===== src/rtl/hbus_pkg.sv =====
package hbus_pkg;

    localparam int DW = 16;

    typedef enum logic [1:0] {
        ST_IDLE      = 2'd0,
        ST_WRITE     = 2'd1,
        ST_WRITE_RDQ = 2'd2,
        ST_READ      = 2'd3
    } hb_state_t;

    // bit 1: upper byte lane, bit 0: lower byte lane
    function automatic logic [1:0] lane_en(input logic a0, input logic bhe_n);
        return {~bhe_n, ~a0};
    endfunction

endpackage


===== src/rtl/hbus_sync.sv =====
module hbus_sync #(
    parameter int           W       = 3,
    parameter logic [W-1:0] RST_VAL = '1
) (
    input  logic         clk,
    input  logic         rst_n,
    input  logic [W-1:0] async_i,
    output logic [W-1:0] sync_o
);

    for (genvar b = 0; b < W; b++) begin : g_bit
        logic meta_q;
        logic stab_q;

        always_ff @(posedge clk) begin
            if (!rst_n) begin
                meta_q <= RST_VAL[b];
                stab_q <= RST_VAL[b];
            end else begin
                meta_q <= async_i[b];
                stab_q <= meta_q;
            end
        end

        assign sync_o[b] = stab_q;
    end

endmodule


===== src/rtl/hbus_fsm.sv =====
module hbus_fsm
    import hbus_pkg::*;
(
    input  logic clk,
    input  logic rst_n,
    input  logic sel_s,      // synchronised select, active low
    input  logic wr_s,       // synchronised write strobe, active low
    input  logic rd_s,       // synchronised read strobe, active low
    input  logic mem_ack,
    output logic wr_cap_o,
    output logic rd_cap_o,
    output logic req_o,
    output logic we_o,
    output logic busy_o,
    output logic rd_load_o,
    output logic err_o
);

    hb_state_t state_q;
    hb_state_t state_d;
    logic      wr_prev_q;
    logic      rd_prev_q;
    logic      err_q;
    logic      wr_rise;
    logic      rd_fall;
    logic      err_d;

    assign wr_rise = wr_s & ~wr_prev_q & ~sel_s;
    assign rd_fall = ~rd_s & rd_prev_q & ~sel_s;

    // state register
    always_ff @(posedge clk) begin
        if (!rst_n) begin
            state_q   <= ST_IDLE;
            wr_prev_q <= 1'b1;
            rd_prev_q <= 1'b1;
            err_q     <= 1'b0;
        end else begin
            state_q   <= state_d;
            wr_prev_q <= wr_s;
            rd_prev_q <= rd_s;
            err_q     <= err_d;
        end
    end

    // next state
    always_comb begin
        state_d = state_q;
        unique case (state_q)
            ST_IDLE: begin
                if (wr_rise && rd_fall) state_d = ST_WRITE_RDQ;
                else if (wr_rise)       state_d = ST_WRITE;
                else if (rd_fall)       state_d = ST_READ;
            end
            ST_WRITE: begin
                if (mem_ack)      state_d = rd_fall ? ST_READ : ST_IDLE;
                else if (rd_fall) state_d = ST_WRITE_RDQ;
            end
            ST_WRITE_RDQ: begin
                if (mem_ack) state_d = ST_READ;
            end
            ST_READ: begin
                if (mem_ack) state_d = ST_IDLE;
            end
            default: state_d = ST_IDLE;
        endcase
    end

    // outputs
    always_comb begin
        wr_cap_o  = 1'b0;
        rd_cap_o  = 1'b0;
        req_o     = 1'b0;
        we_o      = 1'b0;
        rd_load_o = 1'b0;
        err_d     = wr_rise && (state_q != ST_IDLE);
        unique case (state_q)
            ST_IDLE: begin
                wr_cap_o = wr_rise;
                rd_cap_o = rd_fall;
            end
            ST_WRITE: begin
                req_o    = 1'b1;
                we_o     = 1'b1;
                rd_cap_o = rd_fall;
            end
            ST_WRITE_RDQ: begin
                req_o = 1'b1;
                we_o  = 1'b1;
            end
            ST_READ: begin
                req_o     = 1'b1;
                rd_load_o = mem_ack;
            end
            default: ;
        endcase
    end

    assign busy_o = (state_q != ST_IDLE);
    assign err_o  = err_q;

    AST_ERR_ONLY_WHEN_BUSY: assert property (@(posedge clk) disable iff (!rst_n)
        err_q |-> ($past(state_q) != ST_IDLE));

    AST_QUEUED_READ_FOLLOWS: assert property (@(posedge clk) disable iff (!rst_n)
        (state_q == ST_WRITE_RDQ && mem_ack) |=> (state_q == ST_READ && busy_o));

    AST_READ_DONE_FREES: assert property (@(posedge clk) disable iff (!rst_n)
        (state_q == ST_READ && mem_ack) |=> !busy_o);

endmodule


===== src/rtl/hbus_slave.sv =====
module hbus_slave
    import hbus_pkg::*;
#(
    parameter int AW = 8,
    localparam int WAW = AW - 1
) (
    input  logic           clk,
    input  logic           rst_n,
    input  logic           host_sel_n,
    input  logic           host_wr_n,
    input  logic           host_rd_n,
    input  logic [AW-1:0]  host_addr,
    input  logic           host_bhe_n,
    input  logic [DW-1:0]  host_data_in,
    output logic [DW-1:0]  host_data_out,
    output logic           host_data_oe,
    output logic           host_busy,
    output logic           host_busy_oe,
    output logic           host_proto_err,
    output logic           mem_req,
    output logic           mem_we,
    output logic [WAW-1:0] mem_addr,
    output logic [1:0]     mem_be,
    output logic [DW-1:0]  mem_wdata,
    input  logic           mem_ack,
    input  logic [DW-1:0]  mem_rdata
);

    logic [2:0]    strobes_s;
    logic          wr_cap;
    logic          rd_cap;
    logic          we_sel;
    logic          rd_load;
    logic          busy;
    logic [AW-1:0] wr_addr_q;
    logic          wr_bhe_q;
    logic [DW-1:0] wr_data_q;
    logic [AW-1:0] rd_addr_q;
    logic          rd_bhe_q;
    logic [DW-1:0] rd_data_q;

    hbus_sync #(.W(3), .RST_VAL(3'b111)) i_sync (
        .clk     (clk),
        .rst_n   (rst_n),
        .async_i ({host_sel_n, host_wr_n, host_rd_n}),
        .sync_o  (strobes_s)
    );

    hbus_fsm i_fsm (
        .clk       (clk),
        .rst_n     (rst_n),
        .sel_s     (strobes_s[2]),
        .wr_s      (strobes_s[1]),
        .rd_s      (strobes_s[0]),
        .mem_ack   (mem_ack),
        .wr_cap_o  (wr_cap),
        .rd_cap_o  (rd_cap),
        .req_o     (mem_req),
        .we_o      (we_sel),
        .busy_o    (busy),
        .rd_load_o (rd_load),
        .err_o     (host_proto_err)
    );

    // capture registers, held until the access completes
    always_ff @(posedge clk) begin
        if (!rst_n) begin
            wr_addr_q <= '0;
            wr_bhe_q  <= 1'b1;
            wr_data_q <= '0;
            rd_addr_q <= '0;
            rd_bhe_q  <= 1'b1;
            rd_data_q <= '0;
        end else begin
            if (wr_cap) begin
                wr_addr_q <= host_addr;
                wr_bhe_q  <= host_bhe_n;
                wr_data_q <= host_data_in;
            end
            if (rd_cap) begin
                rd_addr_q <= host_addr;
                rd_bhe_q  <= host_bhe_n;
            end
            if (rd_load) begin
                rd_data_q <= mem_rdata;
            end
        end
    end

    always_comb begin
        mem_we    = we_sel;
        mem_wdata = wr_data_q;
        if (we_sel) begin
            mem_addr = wr_addr_q[AW-1:1];
            mem_be   = lane_en(wr_addr_q[0], wr_bhe_q);
        end else begin
            mem_addr = rd_addr_q[AW-1:1];
            mem_be   = lane_en(rd_addr_q[0], rd_bhe_q);
        end
    end

    assign host_busy     = busy;
    assign host_busy_oe  = ~host_sel_n;
    assign host_data_out = rd_data_q;
    assign host_data_oe  = ~host_sel_n & ~host_rd_n;

    AST_REQ_HELD: assert property (@(posedge clk) disable iff (!rst_n)
        (mem_req && !mem_ack) |=> mem_req);

    AST_REQ_STABLE: assert property (@(posedge clk) disable iff (!rst_n)
        (mem_req && !mem_ack) |=> ($stable(mem_addr) && $stable(mem_we)
                                   && $stable(mem_be) && $stable(mem_wdata)));

    AST_REQ_MEANS_BUSY: assert property (@(posedge clk) disable iff (!rst_n)
        mem_req |-> host_busy);

endmodule


===== config.mk =====
export PLATFORM = sky130hd
export DESIGN_NAME = hbus_slave
export DESIGN_NICKNAME = d
export VERILOG_FILES = /design/src/rtl/hbus_pkg.sv /design/src/rtl/hbus_sync.sv /design/src/rtl/hbus_fsm.sv /design/src/rtl/hbus_slave.sv
export SDC_FILE = /design/constraint.sdc
export NUM_CORES = 1
export LEC_CHECK = 0
export BUFFER_PORTS_ARGS = -buffer_cell sky130_fd_sc_hd__buf_4
export CORE_UTILIZATION = 48
export CTS_BUF_LIST = sky130_fd_sc_hd__clkbuf_8 sky130_fd_sc_hd__clkbuf_16
export DETAILED_ROUTE_END_ITERATION = 8
export PLACE_DENSITY = 0.79
export RECOVER_POWER = 25
export SLEW_MARGIN = 20
export SYNTH_ARGS = -nofsm -noshare
export SYNTH_HDL_FRONTEND = slang
export SYNTH_SLANG_ARGS = --single-unit

===== constraint.sdc =====
create_clock -name clk -period 1.65 [get_ports clk]
set_input_delay 0.0825 -clock clk [delete_from_list [all_inputs] [get_ports clk]]
set_output_delay 0.0825 -clock clk [all_outputs]
set_load 0.01 [all_outputs]

==> flow_summary.json, run 1 <==
{
  "clkSinkCount": 61,
  "dp_cells": 436,
  "grt.total_usage_pct": 27.4,
  "maxCapViolations": 0,
  "period_needed_ns": 1.67,
  "htreeDepth": 3,
  "post-route-util_pct": 80.0,
  "ys_top_cells_by_area": "dfxtp_1 52%, nand2_1 17%, a21oi_1 8.7%",
  "totalWireLength_um": 7010,
  "synth_top_family_by_area": "simple AND/OR/NAND/NOR gates",
  "io_buffers": 93,
  "initial_core_util_pct": 49.7,
  "coreArea_um2": 4720,
  "netlist.area_leader.share_pct": 52.0,
  "synth-xor-area-share_pct": 0,
  "layout_common_cells": "104 x nand2_1, 81 x buf_4, 59 x dfxtp_1, 41 x a21oi_1, 38 x dlygate4sd3_1",
  "min_path_type": "primary input to register",
  "synthSimpleGateAreaFrac_pct": 22.0,
  "cpMostUsedCell": "buf_6",
  "fillCellCount": 319,
  "crit_fanout": 5,
  "power_mw": 3.98,
  "gp_congestion": 0.781,
  "tightest_slew_ns": 0.504,
  "die_w_um": 71.9,
  "drc": 0,
  "syn_avg_cell_area_um2": 8.36,
  "skew_ns": 0.00800,
  "rrSetupSlack_ns": 0.03,
  "hold_end": "host_data_out[4]",
  "drt_iter0_drc": 96,
  "path_clk_slew_ns": 0.07,
  "slowest_stage": "dfxtp_2",
  "wl_per_cell_um": 14.1,
  "nets": 477,
  "place_ws_ns": 0.00902,
  "r2r_start": "i_fsm.state_q[1]",
  "cp-start-kind": "register",
  "reg2reg_to": "i_fsm.state_q[0]",
  "critical_path_class": "register to output port",
  "first_pass_iters": 4,
  "syn_area_um2": 2350,
  "rows": 25,
  "clkLatencyLatePin_ns": 0.34,
  "dieArea_um2": 5180,
  "area_growth_pct": 60.9,
  "violations": "negative setup slack",
  "power.density_nw_per_um2": 1050,
  "yosys.cell_types.count": 29,
  "cp_slowest_stage_delay_ns": 0.34,
  "drv_slew": 0,
  "overflow": 0,
  "yosysTopAreaCell": "dfxtp_1",
  "min_from": "mem_rdata[4]",
  "vias": 2476,
  "muxShareOfSynthArea_pct": 4.64,
  "cts_tree": "built",
  "peakVddDrop_v": 0.000647,
  "layout_setup_ws_ns": -0.0169,
  "grt_pass1_vias": 2364,
  "antenna_cells": 0,
  "status": "finished, violations left",
  "leakage_nw": 1.55,
  "die_y_um": 71.9,
  "timing_hold_violations_final": 0,
  "antenna_found_initial": 0,
  "netlist_instances": 281,
  "layout_commonest_cell": "nand2_1",
  "yosys.area_share.adder_pct": 2.66,
  "crit_required_ns": 1.57,
  "vias_per_cell": 4.99,
  "instances_no_fill": 496,
  "max_freq_ghz": 0.600,
  "yosysSeqAreaShare_pct": 52.0,
  "drive_above_1_share_pct": 28.9,
  "cp_data_arrival_time_ns": 1.58,
  "finalSetupTns_ns": -0.0496,
  "rsz0062_at_grt": "true",
  "synth-compound-area-share_pct": 14.7,
  "cp-end-kind": "output port",
  "crit_chain": "inv_2, ha_4, buf_6, mux2_4, buf_6",
  "cts_root_buf": "clkbuf_8",
  "cpLargestDelayFamily": "flip-flops",
  "cts_buffer_depth": 2,
  "antenna_left": 0,
  "hpwl_um": 3960,
  "slew_headroom_pct": 66.3,
  "grt_pass1_wl_um": 10700,
  "synth_nets": 333,
  "path_buf_inv": 3,
  "io_pins": 94,
  "grt_max_degree": 26,
  "ys_seq_elements": 61,
  "hold_depth": 3,
  "fin_crit_sh_pct": 101,
  "cts_made_buffers": 9,
  "setup_viol": 5,
  "ys_warn_count": 0,
  "rr_worst_depth": 8
}
## metrics by stage
step / instance area, µm² / hold WS (ns)
2_1_floorplan: 2350 / 0.184
3_3_place_gp: 3160 / 0.270
3_5_place_dp: 3160 / 0.271
4_1_cts: 3820 / 0.00266
5_1_grt: 3780 / 0.0144
6_report: 3780 / 0.00627
## how the worst max path moves through the flow
stage                           startpoint           end  slack (ns)  depth (start not counted)
after floorplan           i_fsm.state_q[0]   mem_addr[0]        0.05                          4
after global placement    i_fsm.state_q[0]   mem_addr[2]        0.12                          5
after detailed placement  i_fsm.state_q[0]   mem_addr[5]       0.009                          5
after CTS                 i_fsm.state_q[1]   mem_addr[4]       -0.03                          5
after global routing      i_fsm.state_q[1]  rd_addr_q[3]       -0.08                          7
final                     i_fsm.state_q[0]   mem_addr[5]       -0.02                          5
## worst register-to-register path: stages (launching register included)
cell and delay, ns:
dfxtp_2 0.35, inv_4 0.04, buf_4 0.13, ha_1 0.22
inv_1 0.10, o21ai_1 0.09, a2bb2oi_2 0.23, a21oi_1 0.13
a311oi_1 0.23
## what timing repair did
item | in CTS | in global routing
pin swaps | 1 | 3
hold buffers | 38 | 0
endpoints found under the hold margin | 42 | 0
resized for setup | 19 | 4
setup endpoints to repair | 9 | 11
buffers inserted | 6 | 1
## state kept, by name, summed over array words and instances, names as in the netlist
signal / count
i_fsm.err_o: 1
mem_wdata: 16
rd_addr_q: 8
i_fsm.wr_prev_q: 1
wr_bhe_q: 1
wr_addr_q: 8
host_data_out: 16
i_sync.g_bit.stab_q: 3
rd_bhe_q: 1
i_fsm.rd_prev_q: 1
i_sync.g_bit.meta_q: 3
i_fsm.state_q: 2
## logic make-up after synthesis
group	after synthesis
AOI/OAI and AO/OA	59
adders and majority gates	5
buffers and inverters	22
DFF	61
muxes	10
and+or+nand+nor	124
## Yosys cell counts
library cell and number:
buf_4 1, o21ai_1 2, mux2i_1 3, a32oi_1 1, a311oi_1 1, dfxtp_1 61, o21ai_0 1, mux2_2 7
and2_1 1, nor4_1 1, nor3_2 1, a2bb2oi_2 1, nand2b_1 9, a21boi_1 7, nand3_1 2, nor2_1 5
nand2_1 104, a31oi_1 1, a21boi_2 1, inv_2 1, inv_1 5, a21boi_0 2, clkinv_1 1, clkbuf_1 8
o31ai_1 1, nor3b_4 1, a21oi_1 41, buf_2 6, ha_1 5
## where the power goes
part | internal (mW) | leakage (nW) | total (mW) | switching, mW
clock | 0.646 | 0.101 | 1.18 | 0.531
combinational | 0.668 | 0.955 | 1.25 | 0.582
sequential | 1.53 | 0.494 | 1.56 | 0.0325
## layer usage
layer	routed length [µm]	share of wire, %	global-route usage (%)
met5	0	0	0
met2	3640	52	49.4
met3	448	6.4	7.36
met1	2770	39	29.4
met4	163	2.3	14.4
## layout make-up
| cell class | instances | area [µm²] | share of cell area [%] |
|---|---|---|---|
| sequential | 61 | 1220 | 32.4 |
| timing repair buffer | 148 | 1190 | 31.5 |
| multi-input combinational | 198 | 1080 | 28.5 |
| clock buffer | 12 | 165 | 4.37 |
| tap | 67 | 83.8 | 2.22 |
| inverter | 7 | 28.8 | 0.762 |
| clock inverter | 3 | 12.5 | 0.331 |
Power figures use the tool's default switching activity.
==> inputs of run 2 (changes only) <==
--- a/config.mk
+++ b/config.mk
@@ -10,8 +10,8 @@
 export CTS_BUF_LIST = sky130_fd_sc_hd__clkbuf_8 sky130_fd_sc_hd__clkbuf_16
 export DETAILED_ROUTE_END_ITERATION = 8
 export PLACE_DENSITY = 0.79
-export RECOVER_POWER = 25
-export SLEW_MARGIN = 20
+export RECOVER_POWER = 50
+export SLEW_MARGIN = 25
 export SYNTH_ARGS = -nofsm -noshare
 export SYNTH_HDL_FRONTEND = slang
 export SYNTH_SLANG_ARGS = --single-unit
==> flow_summary.json, run 2 (synthesis results as in run 1) <==
{
  "antenna_cells": 0,
  "peakVddDrop_v": 0.000665,
  "timing_hold_violations_final": 0,
  "grt.total_usage_pct": 27.4,
  "setup_viol": 3,
  "max_freq_ghz": 0.603,
  "nets": 477,
  "die_w_um": 71.9,
  "slew_headroom_pct": 66.2,
  "finalSetupTns_ns": -0.0223,
  "r2r_start": "i_fsm.state_q[1]",
  "crit_fanout": 5,
  "layout_commonest_cell": "nand2_1",
  "layout_common_cells": "104 x nand2_1, 62 x buf_4, 59 x dfxtp_1, 41 x a21oi_1, 38 x dlygate4sd3_1",
  "pwr-share-clk_pct": 29.6,
  "power.density_nw_per_um2": 1080,
  "path_clk_slew_ns": 0.07,
  "post-route-util_pct": 78.2,
  "gr-max-usage-layer": "met2",
  "crit_required_ns": 1.57,
  "htreeDepth": 3,
  "min_from": "mem_rdata[4]",
  "cts_buffer_depth": 2,
  "path_buf_inv": 3,
  "layout_setup_ws_ns": -0.00905,
  "drt_iter0_drc": 122,
  "p_sw_mw": 1.14,
  "vias_per_cell": 4.98,
  "reg2reg_to": "i_fsm.state_q[0]",
  "die_y_um": 71.9,
  "gp_congestion": 0.781,
  "drv_slew": 0,
  "first_pass_iters": 4,
  "cpMostUsedCell": "buf_6",
  "wl_per_cell_um": 14.0,
  "coreArea_um2": 4720,
  "area_growth_pct": 57.2,
  "crit_cells": 5,
  "tightest_slew_ns": 0.506,
  "p_int_mw": 2.83,
  "hpwl_um": 3960,
  "grtUsageMet2_pct": 49.4,
  "rows": 25,
  "grt_pass1_wl_um": 10700,
  "violations": "negative setup slack",
  "period_needed_ns": 1.66,
  "cp-end-kind": "output port",
  "rr_worst_depth": 8,
  "io_buffers": 93,
  "vias": 2469,
  "grt_pass1_vias": 2364,
  "rrSetupSlack_ns": 0.03,
  "critical_path_class": "register to output port",
  "skew_ns": 0.00638,
  "hold_depth": 3,
  "crit_chain": "inv_2, ha_4, buf_6, mux2_4, buf_6",
  "leakage_nw": 1.47,
  "grt_max_degree": 26,
  "seq_power_share_pct": 39.2,
  "p_comb_share_pct": 31.2,
  "dieArea_um2": 5180,
  "hold_end": "host_data_out[4]",
  "cts_root_buf": "clkbuf_8",
  "fin_crit_sh_pct": 101,
  "use_met1_pct": 29.4,
  "min_path_type": "primary input to register",
  "rsz0062_at_grt": "true",
  "status": "finished, violations left",
  "cts_tree": "built",
  "drc": 0,
  "antenna_found_initial": 0,
  "grt_use_met3_pct": 7.36,
  "antenna_left": 0,
  "cp-start-kind": "register",
  "cp_data_arrival_time_ns": 1.58,
  "overflow": 0,
  "drive_above_1_share_pct": 24.5,
  "slowest_stage": "dfxtp_2",
  "initial_core_util_pct": 49.7,
  "cpLargestDelayFamily": "flip-flops",
  "io_pins": 94,
  "cts_made_buffers": 9,
  "cp_slowest_stage_delay_ns": 0.34,
  "clkLatencyLatePin_ns": 0.33,
  "totalWireLength_um": 6950,
  "clkSinkCount": 61,
  "maxCapViolations": 0,
  "switching_share_pct": 28.7
}
==> run 2: how the worst max path moves through the flow <==
stage | from | to | slack (ns)
floorplan | i_fsm.state_q[0] | mem_addr[0] | 0.05
global placement | i_fsm.state_q[0] | mem_addr[2] | 0.12
detailed placement | i_fsm.state_q[0] | mem_addr[5] | 0.009
CTS | i_fsm.state_q[1] | mem_addr[4] | -0.03
global route | i_fsm.state_q[1] | rd_addr_q[3] | -0.08
finish | i_fsm.state_q[0] | mem_addr[5] | -0.009
==> run 2: tightest hold or removal path: stages <==
cell and delay [ns]:
buf_4 0.11, nand2_1 0.05, a21oi_1 0.06
==> run 2: per-layer routing <==
layer	routed length [µm]	vias up
met5	0	-
li1	-	1206
met4	132	0
met2	3620	98
met3	439	14
met1	2760	1151
==> run 2: final cells by class <==
| type | instances | area, µm² |
|---|---|---|
| inverter | 7 | 28.8 |
| clock buffer | 12 | 165 |
| sequential | 61 | 1220 |
| timing repair buffer | 148 | 1100 |
| multi-input combinational | 198 | 1080 |
| fill | 345 | 1030 |
| tap | 67 | 83.8 |
| clock inverter | 3 | 12.5 |
==> run 2: per-stage QoR <==
stage	total power [mW]	cell area, µm²	hold WS [ns]	setup WS (ns)	instances
4_1_cts	3.93	3820	0.00266	-0.0278	495
2_1_floorplan	2.10	2350	0.184	0.0477	281
6_report	3.97	3690	0.00955	-0.00905	496
5_1_grt	4.11	3690	0.0144	-0.0783	496
3_3_place_gp	2.43	3160	0.270	0.117	436
3_5_place_dp	2.46	3160	0.271	0.00902	436
==> run 2: what timing repair did <==
item	4_1_cts	5_1_grt
endpoints found under the setup margin	9	11
buffers inserted	6	1
resized for setup	19	4
hold endpoints to repair	42	0
hold buffers	38	0
pin swaps	1	3
==> run 2: power groups by stage <==
stage / Sequential (mW) / Combinational, mW / Clock (mW)
floorplan: 1.59 / 0.513 / 0
global placement: 1.59 / 0.841 / 0
detailed placement: 1.59 / 0.866 / 0
CTS: 1.56 / 1.17 / 1.20
global route: 1.56 / 1.30 / 1.25
finish: 1.56 / 1.24 / 1.17
